[src/rtl/twostage_wdt.sv]
module twostage_wdt #(
  parameter int DATA_W   = 16,
  parameter int CNT_W    = 10,
  parameter int ADDR_W   = 5,
  parameter int INIT_MIN = 4,
  parameter int INIT_RST = 4
) (
  input  logic              clk,
  input  logic              rst_n,
  input  logic              tick,
  input  logic              reg_wr,
  input  logic [ADDR_W-1:0] reg_addr,
  input  logic [DATA_W-1:0] reg_wdata,
  output logic [DATA_W-1:0] reg_rdata,
  input  logic              irq_en,
  input  logic              no_reboot,
  output logic              irq,
  output logic              sys_rst_req
);
  localparam int HI_W = DATA_W - CNT_W;
  localparam logic [ADDR_W-1:0] A_RLD  = ADDR_W'(8'h00);
  localparam logic [ADDR_W-1:0] A_ST1  = ADDR_W'(8'h04);
  localparam logic [ADDR_W-1:0] A_ST2  = ADDR_W'(8'h06);
  localparam logic [ADDR_W-1:0] A_CTL  = ADDR_W'(8'h08);
  localparam logic [ADDR_W-1:0] A_INIT = ADDR_W'(8'h12);

  logic [CNT_W-1:0] cnt, init_lo;
  logic [HI_W-1:0]  init_hi;
  logic halt, to_sts, sec_sts, boot_sts, irq_q, rreq_q;

  wire wr_rld  = reg_wr && reg_addr == A_RLD;
  wire wr_st1  = reg_wr && reg_addr == A_ST1;
  wire wr_st2  = reg_wr && reg_addr == A_ST2;
  wire wr_ctl  = reg_wr && reg_addr == A_CTL;
  wire wr_init = reg_wr && reg_addr == A_INIT;

  wire run        = tick && !halt && !wr_rld;
  wire expire     = run && cnt == '0;
  wire first_exp  = expire && !to_sts;
  wire second_exp = expire && to_sts;

  always_ff @(posedge clk or negedge rst_n) begin
    if (!rst_n) begin
      cnt      <= '0;
      init_lo  <= CNT_W'(INIT_RST);
      init_hi  <= '0;
      halt     <= 1'b1;
      to_sts   <= 1'b0;
      sec_sts  <= 1'b0;
      boot_sts <= 1'b0;
      irq_q    <= 1'b0;
      rreq_q   <= 1'b0;
    end else begin
      if (wr_rld)      cnt <= init_lo;
      else if (expire) cnt <= init_lo;
      else if (run)    cnt <= cnt - 1'b1;

      if (wr_init) begin
        init_hi <= reg_wdata[DATA_W-1:CNT_W];
        if (reg_wdata[CNT_W-1:0] >= CNT_W'(INIT_MIN)) init_lo <= reg_wdata[CNT_W-1:0];
      end

      if (wr_ctl) halt <= reg_wdata[11];

      if (first_exp)                  to_sts <= 1'b1;
      else if (wr_st1 && reg_wdata[3]) to_sts <= 1'b0;

      if (second_exp)                 sec_sts <= 1'b1;
      else if (wr_st2 && reg_wdata[1]) sec_sts <= 1'b0;

      if (second_exp && sec_sts)      boot_sts <= 1'b1;
      else if (wr_st2 && reg_wdata[2]) boot_sts <= 1'b0;

      if (second_exp && !no_reboot) rreq_q <= 1'b1;
      irq_q <= first_exp && irq_en;
    end
  end

  always_comb begin
    reg_rdata = '0;
    case (reg_addr)
      A_RLD:  reg_rdata[CNT_W-1:0] = cnt;
      A_ST1:  reg_rdata[3] = to_sts;
      A_ST2:  reg_rdata[2:1] = {boot_sts, sec_sts};
      A_CTL:  reg_rdata[11] = halt;
      A_INIT: reg_rdata = {init_hi, init_lo};
      default: reg_rdata = '0;
    endcase
  end

  assign irq         = irq_q;
  assign sys_rst_req = rreq_q;
endmodule

[config.mk]
export PLATFORM = sky130hd
export DESIGN_NAME = twostage_wdt
export DESIGN_NICKNAME = d
export VERILOG_FILES = /design/src/rtl/twostage_wdt.sv
export SDC_FILE = /design/constraint.sdc
export NUM_CORES = 1
export LEC_CHECK = 0
export BUFFER_PORTS_ARGS = -buffer_cell sky130_fd_sc_hd__buf_2
export CAP_MARGIN = 10
export CORE_MARGIN = 4
export CORE_UTILIZATION = 30
export CTS_BUF_LIST = sky130_fd_sc_hd__clkbuf_2 sky130_fd_sc_hd__clkbuf_4 sky130_fd_sc_hd__clkbuf_8
export DETAILED_ROUTE_END_ITERATION = 6
export PLACE_DENSITY = 0.5
export SETUP_SLACK_MARGIN = 0.5
export SYNTH_ARGS = -nofsm -noshare
export SYNTH_HDL_FRONTEND = slang
export SYNTH_SLANG_ARGS = --single-unit
[constraint.sdc]
create_clock -name clk -period 4.65 [get_ports clk]
set_clock_uncertainty 0.05 [all_clocks]
set_input_delay 0.6975 -clock clk [delete_from_list [all_inputs] [get_ports clk]]
set_output_delay 0.6975 -clock clk [all_outputs]
set_load 0.03 [all_outputs]
# Yosys cells after proc, flatten, opt, wreduce, memory -nomap -nowiden
# Cells that the tools add are included.
[classes]
add_sub_neg = 1
magnitude_cmp = 1
eq_ne = 4
n_mux = 16
n_reduce_logical = 27
[op_table]
columns = ["op", "n"]
rows = [
  ["$mux W10", 3],
  ["$logic_and A1 B1 Y1", 16],
  ["$pmux W6 S2", 1],
  ["$eq A5 B3 Y1 const B", 2],
  ["$ge A10 B3 Y1 const B", 1],
  ["$logic_not A10 Y1", 1],
  ["$sub A10 B1 Y10 const B", 1],
  ["$mux W1", 7],
  ["$pmux W2 S3", 1],
  ["$reduce_bool A2 Y1", 3],
  ["$eq A5 B4 Y1 const B", 1],
  ["$eq A5 B5 Y1 const B", 1],
  ["$logic_not A5 Y1", 1],
  ["$logic_not A1 Y1", 4],
  ["$mux W4", 1],
  ["$pmux W1 S2", 2],
  ["$pmux W1 S3", 1],
  ["$reduce_bool A3 Y1", 1],
  ["$reduce_and A2 Y1", 1],
]
[word_totals]
register_bits = 32
input_bits = 27
output_inout_bits = 18
elab_cells = 58

# Logic depth before layout (Yosys ltp)
[depth]
word_depth = 8
mapped_depth = 10
ltp_nobuf = 7

# Worst setup path after synthesis
# OpenSTA, ideal clock, no wires.
[synth_timing]
kind = "input to output"
from = "in reg_addr[0]"
to = "out reg_rdata[3]"
arrival_ns = 2.245
t_required_ns = 3.903
setup_slack_ns = 1.658
path_stages = 5
path_buffers = 1
cell_sequence = "or3b_2 -> nor3b_2 -> clkbuf_1 -> nand2_1 -> o21ai_0"
[synth_between]
elab_chain_cells = 2
elab_cells_between_ends = 4
classes_between = "2 x eq/ne; 1 x mux; 1 x reduce/logical"
[synth_rtl]
columns = ["item", "line_no", "rtl"]
rows = [
  ["from (decl)", "12", "input logic [ADDR_W-1:0] reg_addr,"],
  ["$eq A5 B5 Y1 (tied with other cells)", "81", "case (reg_addr)"],
  ["$pmux W1 S3 *", "81", ""],
  ["to (decl)", "14", "output logic [DATA_W-1:0] reg_rdata,"],
]
# Mark *: on every way between the ends. The rest lies on a longest branch, timed or not.

# Worst setup path after layout
[layout_timing]
from = "in reg_addr[1]"
to = "out reg_rdata[1]"
[layout_between]
elab_chain_cells = 2
elab_cells_between_ends = 4
classes_between = "2 x eq/ne; 1 x mux; 1 x reduce/logical"
[layout_rtl]
columns = ["item", "line_no"]
rows = [
  ["$eq A5 B5 Y1 (tied with other cells)", "81"],
  ["$pmux W2 S3 *", "81"],
]
# Marked as above.

==> metrics.cfg <==
[die]
coreArea_um2 = 5610
floorplan.initialDensity = 0.313
fp.dieW_um = 84.5
die_h_um = 84.5
num_rows = 27
io_pins = 45
die_area_um2 = 7140

[clock_network]
cts.reportedPaths.clkPinSlew_ns = 0.06
htree_levels = 2
clock_latency_ns = 0.28
cts_sinks = 32
cts_buffer_depth = 2
cts_tree = done
hold_buffers = 0
clock-root-buffer = clkbuf_8
numCtsBuffers = 5
cts_resized = 0
cts_setup_buffers = 0

[routing]
via_per_inst = 5.09
drtPass1Iterations = 5
ant_nets = 0
route.vias.total = 1434
drt_iter0_drc = 60
wirelength_um = 4350
drc = 0
drt-wirelength-per-cell_um = 15.4

[cells_and_area]
nFillCells = 598
diodes = 0
drive_above_1_share = 0.390
final_cells = 282
finalNetCount = 237
final_area_um2 = 2160
area_delta_synth_final_pct = 22.9

[worst_setup_path]
rrSetupSlack_ns = 1.88
cp_common_cell = buf_2
r2r_cells = 7
critPathMaxFanout = 9
r2r_start = cnt[0]$_DFFE_PN0P_
critPathKind = in2out
crit_path_end = reg_rdata[1]
crit_path_start_kind = input pin
crit_path_start = reg_addr[1]
crit_path_end_kind = output pin
path_cells = buf_2, or4_1, nor2_1, a222oi_1, inv_1, buf_2
critPathMaxStageDelay_ns = 0.57
critical_path_required_ns = 3.90
crit_arrival_ns = 2.45
r2r_end = cnt[4]$_DFFE_PN0P_
crit_slowest_cell = or4_1

[placement]
pre_cts_ws_ns = 1.42
io_buffers = 44
place_congestion = 0.748
placed_cell_area_um2 = 2030
dp_hpwl_um = 3210
dp_cells = 274

[synth]
synthCells = 164
ys_types = 47
yosys_warnings = 0
async_reset_ff_frac = 1.00
syn_area_um2 = 1760
ys.flop_type = dfrtp_1
syn-num-nets = 192
synth_edf_count = 0
ys_ff_latch = 32
syn_avg_cell_area_um2 = 10.7
seq_area_frac_synth = 0.457

[timing]
hold_viol = 0
max_slew_margin = 0.524
tns_ns = 0
setup_ws_ns = 1.46
maxSlewViolCount = 0
fmax_mhz = 313
min_period_ns = 3.19
fin_crit_sh = 0.687
rsz0062_at_grt = no
final-setup-viol-count = 0
worst_pin_slew_ns = 0.712

[global_route]
grt_overflow = 0
grt_max_degree = 33
grt.total_usage = 0.130
grt_pass1_vias = 1448
grt_antenna_before_repair = 0
grt_pass1_wl_um = 7420

[outcome]
outcome = finished clean

[power]
finalPower_uw = 886
cellPowerDensity_nw_per_um2 = 410
ir_drop_uv = 203
leakage_uw = 0.00102

[min_path]
hold_class = in2async

[run]
max-cap-violations = 0

layout make-up:
type,count,area (um^2),area share
clock inverters,1,30.0,0.0139
inverters,9,33.8,0.0156
repair buffers,46,235,0.109
multi-input cells,115,871,0.403
flip-flops and latches,32,803,0.372
clock buffers,7,96.3,0.0446
well taps,72,90.1,0.0417
per-layer routing:
| layer | GRT usage | routed length (um) |
|---|---|---|
| met5 | 0 | 0 |
| met4 | 0.0388 | 51 |
| met3 | 0.0353 | 310 |
| met2 | 0.196 | 1890 |
| met1 | 0.182 | 2090 |
layout by cell type (no fill, tap or decap), types with 2 or more instances in the layout:
cell,instances
or4b_1,2
nand2_2,2
dfstp_2,2
a222oi_1,2
mux2_2,16
clkbuf_8,7
a22oi_2,3
dfrtp_1,30
o311ai_0,2
nand2_1,11
nand3_1,7
buf_2,44
a22o_1,7
mux2i_1,5
buf_4,2
nor3b_1,3
a22oi_1,2
a32o_1,3
nor4_1,4
nor3_1,2
and2_1,6
inv_1,9
a21oi_1,2
nor2_1,4
o21ai_0,10
critical path: cells and delay by family:
family / cells / cell delay (ns)
compound gates: 1 / 0.23
buf+inv: 3 / 0.38
simple gates: 2 / 1.14
power breakdown:
group	switching, uW	leakage [uW]	internal (uW)
Clock	103	0.0000645	189
Sequential	70.5	0.000401	347
Combinational	85.0	0.000559	90.9
Total	259	0.00102	627
per-stage QoR:
step                hold WS [ns]   util
floorplan                  0.352      -
global placement           0.407  0.363
detailed placement         0.428  0.363
CTS                        0.442  0.385
global route               0.467  0.385
finish                     0.412  0.385
cells by family after synthesis:
family / after synthesis / share of synthesized area
DFF: 32 / 0.457
buffers and inverters: 17 / 0.0470
AOI/OAI and AO/OA: 40 / 0.177
adders and majority gates: 1 / 0.00712
muxes: 21 / 0.131
and+or+nand+nor: 53 / 0.180
sequential cells by signal, summed over array words and instances, names as in the netlist:
register     flops
boot_sts         1
cnt             10
halt             1
init_hi          6
init_lo         10
irq              1
sec_sts          1
sys_rst_req      1
to_sts           1
cell usage after synthesis (4+ instances only):
master	number	area, um^2
a22o_1	7	61.3
and2_1	6	37.5
dfrtp_1	30	751
inv_1	9	33.8
mux2_2	16	180
mux2i_1	5	50.1
nand2_1	11	41.3
nand3_1	7	35.0
nor2_1	4	15.0
nor4_1	4	25.0
o21ai_0	10	50.1
worst min-delay path by stage:
stage,from,endpoint,slack (ns)
final,rst_n,init_lo[0]$_DFFE_PN0P_,0.41
after global placement,sys_rst_req$_DFFE_PN0P_,sys_rst_req$_DFFE_PN0P_,0.41
after detailed placement,sys_rst_req$_DFFE_PN0P_,sys_rst_req$_DFFE_PN0P_,0.43
after global routing,sys_rst_req$_DFFE_PN0P_,sys_rst_req$_DFFE_PN0P_,0.47
after CTS,rst_n,cnt[9]$_DFFE_PN0P_,0.44
after floorplan,rst_n,boot_sts$_DFFE_PN0P_,0.35
(Power assumes the default switching activity.)
